`src/rtl/dsadc_pkg.sv`:
```
package dsadc_pkg;
  typedef enum logic [1:0] {
    ST_IDLE  = 2'd0,
    ST_RUNUP = 2'd1,
    ST_RUNDN = 2'd2,
    ST_DONE  = 2'd3
  } dsadc_state_e;

  // Next counter value; wraps to zero after the all-ones value.
  function automatic logic [31:0] cnt_step(input logic [31:0] cur, input int unsigned width);
    logic [31:0] mask;
    mask = (width >= 32) ? 32'hFFFF_FFFF : ((32'd1 << width) - 32'd1);
    return (cur + 32'd1) & mask;
  endfunction

  // True when the counter sits at its terminal (all-ones) value.
  function automatic logic cnt_full(input logic [31:0] cur, input int unsigned width);
    logic [31:0] mask;
    mask = (width >= 32) ? 32'hFFFF_FFFF : ((32'd1 << width) - 32'd1);
    return (cur & mask) == mask;
  endfunction
endpackage

```
`src/rtl/dsadc_sync.sv`:
```
module dsadc_sync #(
  parameter int STAGES = 2
) (
  input  logic clk,
  input  logic rst_n,
  input  logic d_i,
  output logic q_o
);
  logic [STAGES-1:0] chain_q;

  always_ff @(posedge clk or negedge rst_n) begin
    if (!rst_n) chain_q <= '0;
    else        chain_q <= {chain_q[STAGES-2:0], d_i};
  end

  assign q_o = chain_q[STAGES-1];
endmodule

```
`src/rtl/dsadc_counter.sv`:
```
module dsadc_counter
  import dsadc_pkg::*;
#(
  parameter int CNT_W = 8
) (
  input  logic             clk,
  input  logic             rst_n,
  input  logic             clr_i,
  input  logic             en_i,
  output logic [CNT_W-1:0] cnt_o,
  output logic             carry_o
);
  logic [CNT_W-1:0] cnt_q;

  always_ff @(posedge clk or negedge rst_n) begin
    if (!rst_n)     cnt_q <= '0;
    else if (clr_i) cnt_q <= '0;
    else if (en_i)  cnt_q <= CNT_W'(cnt_step(32'(cnt_q), CNT_W));
  end

  assign cnt_o   = cnt_q;
  assign carry_o = en_i && cnt_full(32'(cnt_q), CNT_W);
endmodule

```
`src/rtl/dsadc_seq.sv`:
```
module dsadc_seq
  import dsadc_pkg::*;
#(
  parameter int CNT_W     = 8,
  parameter int SYNC_STGS = 2
) (
  input  logic             clk,
  input  logic             rst_n,
  input  logic             start_i,
  input  logic             zc_i,
  output logic             sel_vin_o,
  output logic             sel_vref_o,
  output logic             int_clear_o,
  output logic [CNT_W-1:0] result_o,
  output logic             ovr_o,
  output logic             done_o
);
  localparam logic [CNT_W-1:0] CNT_MAX = {CNT_W{1'b1}};

  dsadc_state_e     state_q, state_d;
  logic [CNT_W-1:0] cnt;
  logic             carry;
  logic             zc_s;
  logic             cnt_clr, cnt_en;
  logic             trip_ev;
  logic             ovr_ev;
  logic             phase_sw_ev;
  logic [CNT_W-1:0] res_q;
  logic             ovr_q;

  dsadc_sync #(.STAGES(SYNC_STGS)) u_sync (
    .clk   (clk),
    .rst_n (rst_n),
    .d_i   (zc_i),
    .q_o   (zc_s)
  );

  dsadc_counter #(.CNT_W(CNT_W)) u_cnt (
    .clk     (clk),
    .rst_n   (rst_n),
    .clr_i   (cnt_clr),
    .en_i    (cnt_en),
    .cnt_o   (cnt),
    .carry_o (carry)
  );

  assign cnt_en      = (state_q == ST_RUNUP) || (state_q == ST_RUNDN);
  assign cnt_clr     = (state_q == ST_IDLE)  || (state_q == ST_DONE);
  assign phase_sw_ev = (state_q == ST_RUNUP) && carry;
  assign trip_ev     = (state_q == ST_RUNDN) && zc_s;
  assign ovr_ev      = (state_q == ST_RUNDN) && !zc_s && carry;

  always_comb begin
    state_d = state_q;
    unique case (state_q)
      ST_IDLE:  if (start_i) state_d = ST_RUNUP;
      ST_RUNUP: if (phase_sw_ev) state_d = ST_RUNDN;
      ST_RUNDN: if (trip_ev || ovr_ev) state_d = ST_DONE;
      ST_DONE:  state_d = ST_IDLE;
      default:  state_d = ST_IDLE;
    endcase
  end

  always_ff @(posedge clk or negedge rst_n) begin
    if (!rst_n) begin
      state_q <= ST_IDLE;
      res_q   <= '0;
      ovr_q   <= 1'b0;
    end else begin
      state_q <= state_d;
      if (trip_ev) begin
        res_q <= cnt;
        ovr_q <= 1'b0;
      end else if (ovr_ev) begin
        res_q <= CNT_MAX;
        ovr_q <= 1'b1;
      end
    end
  end

  assign sel_vin_o   = (state_q == ST_RUNUP);
  assign sel_vref_o  = (state_q == ST_RUNDN);
  assign int_clear_o = (state_q == ST_IDLE);
  assign done_o      = (state_q == ST_DONE);
  assign result_o    = res_q;
  assign ovr_o       = ovr_q;
endmodule

```
`config.mk`:
```
export PLATFORM = sky130hd
export DESIGN_NAME = dsadc_seq
export DESIGN_NICKNAME = d
export VERILOG_FILES = /design/src/rtl/dsadc_pkg.sv /design/src/rtl/dsadc_sync.sv /design/src/rtl/dsadc_counter.sv /design/src/rtl/dsadc_seq.sv
export SDC_FILE = /design/constraint.sdc
export NUM_CORES = 1
export LEC_CHECK = 0
export ABC_AREA = 1
export BUFFER_PORTS_ARGS = -buffer_cell sky130_fd_sc_hd__buf_4
export CAP_MARGIN = 20
export CORE_MARGIN = 2
export CORE_UTILIZATION = 46
export CTS_CLUSTER_DIAMETER = 30
export DETAILED_ROUTE_END_ITERATION = 8
export GPL_ROUTABILITY_DRIVEN = 1
export GPL_TIMING_DRIVEN = 1
export HOLD_SLACK_MARGIN = 0.08
export PLACE_DENSITY = 0.71
export SYNTH_ARGS = -nofsm -noshare
export SYNTH_HDL_FRONTEND = slang
export SYNTH_SLANG_ARGS = --single-unit
```
`constraint.sdc`:
```
create_clock -name clk -period 2.28 [get_ports clk]
set_clock_uncertainty 0.15 [all_clocks]
set_input_delay 0.342 -clock clk [delete_from_list [all_inputs] [get_ports clk]]
set_output_delay 0.342 -clock clk [all_outputs]
set_load 0.1 [all_outputs]
```
==> impl_metrics.tcl, run 1 <==
set metrics [dict create \
    outcome "finished clean" \
    cts_tree "yes" \
    maxCapViolCount 0 \
    critPathKind "reg -> out" \
    htree_levels 1 \
    drtAntennaViolNets 0 \
    fp.dieW_um 49.0 \
    cts_buffer_depth 2 \
    grt_max_degree 22 \
    syn_nets 107 \
    cp_num_buf_inv 2 \
    die_h_um 49.0 \
    synth_cell_types 19 \
    fmax_mhz 540 \
    synth_seq_cells 21 \
    finalHoldViolCount 0 \
    min_path_type "reg -> reg" \
    ys.flop_type "dfrtp_1" \
    detailed_place_hpwl_mm 1.20 \
    coreArea_um2 1940 \
    fin_crit_sh_pct 81.2 \
    synth_warnings 0 \
    cts.clk_slew.worst_paths_ns 0.12 \
    regArea_um2 526 \
    ios 17 \
    synth_edf_count 0 \
    vias_per_cell 4.73 \
    cp.arrival_ns 1.36 \
    synth.largest_area_cell "dfrtp_1" \
    drive_gt1_share_pct 24.2 \
    gp_congestion 0.821 \
    slowest_delay_ns 0.43 \
    async_flop_share_pct 100 \
    nFillCells 175 \
    cts.sink_count 21 \
    worst_ep_required_time_ns 1.79 \
    relSlewSlack_pct 77.9 \
    area_growth_pct 21.9 \
    die_area_um2 2400 \
    grt_antenna_before_repair 0 \
    vias 696 \
    fin_util_pct 58.5 \
    rsz0062_at_grt "false" \
    finalSetupViolations 0 \
    crit_path_end_kind "output port" \
    yosysMostFrequentCell "nor2_1" \
    crit_chain "inv_1, ha_2, buf_4" \
    tns_ns 0 \
    synthTopCellsByCount "nor2_1 (24), dfrtp_1 (21), nand2_1 (12), inv_1 (10), a21oi_1 (7)" \
    numPortBuffers 16 \
    grtUsageTotal_pct 15.2 \
    gr-total-overflow 0 \
    fin_crit_ns 1.85 \
    start_util_pct 48.0 \
    drt_iter0_drc 12 \
    numCtsBuffers 3 \
    drc 0 \
    root_buffer "clkbuf_4" \
    worst_pin_slew_ns 0.330 \
    rows 16 \
    slew_viol_final 0 \
    grt_pass1_vias 668 \
    worst_path_dominant_cell_family "flip-flops" \
    ys_seq_area_share_pct 56.4 \
    synth.top_cells.by_area "dfrtp_1 (56%), nor2_1 (9.7%), ha_1 (6.7%)" \
    insertion_delay_ns 0.31 \
    netlist_area_um2 932 \
    routedWlPerCell_um 10.7 \
    slowest_stage "dfrtp_1" \
    drt_pass1_iterations 4 \
    multi_input_area_um2 368 \
    synth_top_area_share_pct 56.4 \
    startpoint_type "register" \
    postSynthAreaPerCell_um2 9.51 \
    nets 130 \
    grt_pass1_wl_mm 2.79 \
    wirelength_mm 1.57 \
    path_max_fanout 5 \
    antenna_cells 0 \
    synthCells 98 \
]
[per-layer routing]
metal	share of wire (%)	vias to the layer above	global-route usage, %
li1	-	353	-
met1	47	321	18.6
met2	47	18	25.6
met3	4.6	4	2.76
met4	1.9	0	7.62
met5	0	-	0
[cell families (layout without fill, tap and decap cells)]
logic type | Yosys count | after routing | synth area share (%)
and+or+nand+nor | 50 | 50 | 25.8
DFF | 21 | 21 | 56.4
buffers and inverters | 11 | 33 | 4.43
AOI/OAI and AO/OA | 9 | 9 | 4.83
adders and majority gates | 5 | 5 | 6.71
xor gates and xnor gates | 2 | 2 | 1.88
[metrics by stage]
stage | hold slack [ns] | cell area, um^2 | setup slack [ns] | instances
final | 0.224 | 1140 | 0.428 | 147
after global routing | 0.232 | 1140 | 0.328 | 147
after CTS | 0.230 | 1140 | 0.417 | 147
after detailed placement | 0.0886 | 1090 | 0.533 | 141
after global placement | 0.0871 | 1090 | 0.588 | 141
after floorplan | -0.104 | 935 | 0.318 | 98
[worst paths after layout]
kind | start | to | slack (ns) | depth (start not counted)
max | state_q[0]$_DFFE_PN0P_ | sel_vref_o | 0.43 | 3
min | u_sync.chain_q[0]$_DFF_PN0_ | u_sync.chain_q[1]$_DFF_PN0_ | 0.22 | 0
max reg2reg | state_q[0]$_DFFE_PN0P_ | state_q[0]$_DFFE_PN0P_ | 0.50 | 9
min reg2reg | u_sync.chain_q[0]$_DFF_PN0_ | u_sync.chain_q[1]$_DFF_PN0_ | 0.22 | 0
max in group asynchronous | rst_n | u_cnt.cnt_o[6]$_DFFE_PN0P_ | 1.49 | 2
min in group asynchronous | rst_n | u_cnt.cnt_o[4]$_DFFE_PN0P_ | 0.28 | 2
[sequential cells by signal, indices dropped and copies added, names as in the netlist]
name,count
ovr_o,1
state_q,2
u_cnt.cnt_o,8
result_o,8
u_sync.chain_q,2
[final cells by class]
class                   count  share of cell area, %
repair buffers             18                   12.3
flip-flops and latches     21                   46.3
inverters                  11                   3.63
multi-input cells          66                   32.4
clock inverters             1                  0.441
well taps                  27                   2.97
clock buffers               3                   1.98
[layout by cell type (no fill, tap or decap), drive strengths merged]
master,netlist,routed
a21oi,7,7
buf,0,16
clkbuf,0,3
clkinv,0,1
dfrtp,21,21
dlygate4sd3,0,2
ha,5,5
inv,11,11
nand2,13,13
nand3,5,5
nand3b,1,1
nand4,2,2
nor2,26,26
nor3,2,2
o21ai,2,2
or2,1,1
xnor2,1,1
xor2,1,1
[timing repair]
item | 4_1_cts | 5_1_grt
hold endpoints to repair | 22 | 0
hold buffers | 2 | 0
gates resized for setup | 0 | 0
setup buffers | 0 | 0
Power of run 1 is not shown: default switching activity piles up to over one toggle a cycle in this logic, so the estimate is an artifact.
==> inputs of run 2 (changes only) <==
PLACE_DENSITY = 0.74   (was 0.71)
clock period = 1.7 ns   (was 2.28 ns; I/O delays follow)
==> run 2 against run 1 <==
Register-to-register slack worse by 0.41 ns. Clock-buffer cell count grew 1. Utilization increased by 6.3 points. Final cell count is 4.8% higher. Highest routed layer unchanged.
==> impl_metrics.tcl, run 2 (same netlist as run 1, synthesis figures left out) <==
set metrics [dict create \
    outcome "finished clean" \
    cts.clk_slew.worst_paths_ns 0.11 \
    grt_pass1_vias 731 \
    routedWlPerCell_um 12.1 \
    worst_pin_slew_ns 0.269 \
    numPortBuffers 16 \
    worst_ep_required_time_ns 1.29 \
    wirelength_mm 1.87 \
    crit_start "state_q[0]$_DFFE_PN0P_" \
    drt_iter0_drc 5 \
    relSlewSlack_pct 82.0 \
    rows 16 \
    nets 137 \
    numCtsBuffers 3 \
    htree_levels 1 \
    critPathKind "reg -> out" \
    crit_chain "inv_2, buf_4, ha_4, buf_12" \
    start_util_pct 48.0 \
    grt_antenna_before_repair 0 \
    cts_buffer_depth 2 \
    multi_input_area_um2 403 \
    vias_per_cell 4.64 \
    fin_crit_sh_pct 97.5 \
    die_h_um 49.0 \
    cts.sink_count 21 \
    fin_crit_ns 1.66 \
    slowest_stage "dfrtp_1" \
    fmax_mhz 603 \
    slew_viol_final 0 \
    root_buffer "clkbuf_4" \
    grtUsageTotal_pct 17.6 \
    path_max_fanout 4 \
    dp_cells 144 \
    gr-total-overflow 0 \
    final_common_cell "nor2_1" \
    regArea_um2 526 \
    insertion_delay_ns 0.30 \
    drt_pass1_iterations 2 \
    grt_pass1_wl_mm 3.17 \
    ios 17 \
    vias 715 \
    cts_tree "yes" \
    area_growth_pct 34.9 \
    gp_congestion 0.771 \
    nFillCells 169 \
    drive_gt1_share_pct 33.9 \
    maxCapViolCount 0 \
    slowest_delay_ns 0.44 \
    detailed_place_hpwl_mm 1.29 \
    r2r_start "state_q[0]$_DFFE_PN0P_" \
    fin_cells 154 \
    coreArea_um2 1940 \
    finalSetupViolations 0 \
    startpoint_type "register" \
    crit_path_end_kind "output port" \
    drc 0 \
    finalHoldViolCount 0 \
    die_area_um2 2400 \
    final_cell_mix "nor2_1 (24), dfrtp_1 (21), buf_4 (19)" \
    rsz0062_at_grt "true" \
    grt_max_degree 22 \
    cp.arrival_ns 1.25 \
    fp.dieW_um 49.0 \
    cp_num_buf_inv 3 \
    antenna_cells 0 \
    worst_path_dominant_cell_family "flip-flops" \
    drtAntennaViolNets 0 \
    min_path_type "in -> async" \
]
## run 2: changes by cell type in the layout (fill, tap and decap cells not counted), sizes merged
cell,change
clkbuf,+1
buf,+7
clkinv,-1
## run 2: timing repair
item	in CTS	in global routing
setup buffers	1	3
pin swaps	1	4
hold buffers	2	0
setup endpoints to repair	2	13
hold endpoints to repair	22	0
gates resized for setup	5	10
## run 2: layer usage
layer	track usage (%)	routed length, um	part of all wire [%]	vias up
li1	-	-	-	364
met2	30.6	971	52	12
met3	3.68	40	2.1	5
met4	7.14	31	1.7	0
met5	0	0	0	-
met1	21.1	828	44	334
## run 2: final cells by class
| class | instances | area share (%) |
|---|---|---|
| multi-input combinational | 66 | 32.0 |
| tap | 27 | 2.69 |
| timing repair buffer | 25 | 17.9 |
| inverter | 11 | 3.48 |
| clock buffer | 4 | 2.09 |
| sequential | 21 | 41.8 |
## run 2: stage by stage
step	TNS, ns	area [um^2]	util, %	hold WS [ns]	setup slack [ns]
global route	-0.0971	1260	64.8	0.226	-0.0206
CTS	0	1200	61.7	0.206	0.00165
detailed placement	0	1130	58.1	0.00493	0.0293
floorplan	0	952	-	-0.191	0.0343
global placement	0	1130	58.1	-0.000478	0.108
finish	0	1260	64.8	0.210	0.0419
## run 2: worst paths after layout
check                                         endpoint  slack (ns)  depth (start not counted)
max                                         sel_vref_o        0.04                          4
min                            result_o[7]$_DFFE_PN0P_        0.21                          2
max reg2reg                    result_o[6]$_DFFE_PN0P_        0.09                          8
min reg2reg                u_sync.chain_q[1]$_DFF_PN0_        0.21                          0
max in group asynchronous  u_sync.chain_q[1]$_DFF_PN0_        0.98                          2
min in group clk           u_sync.chain_q[1]$_DFF_PN0_        0.21                          0
Power of run 2 is left out for the same reason.
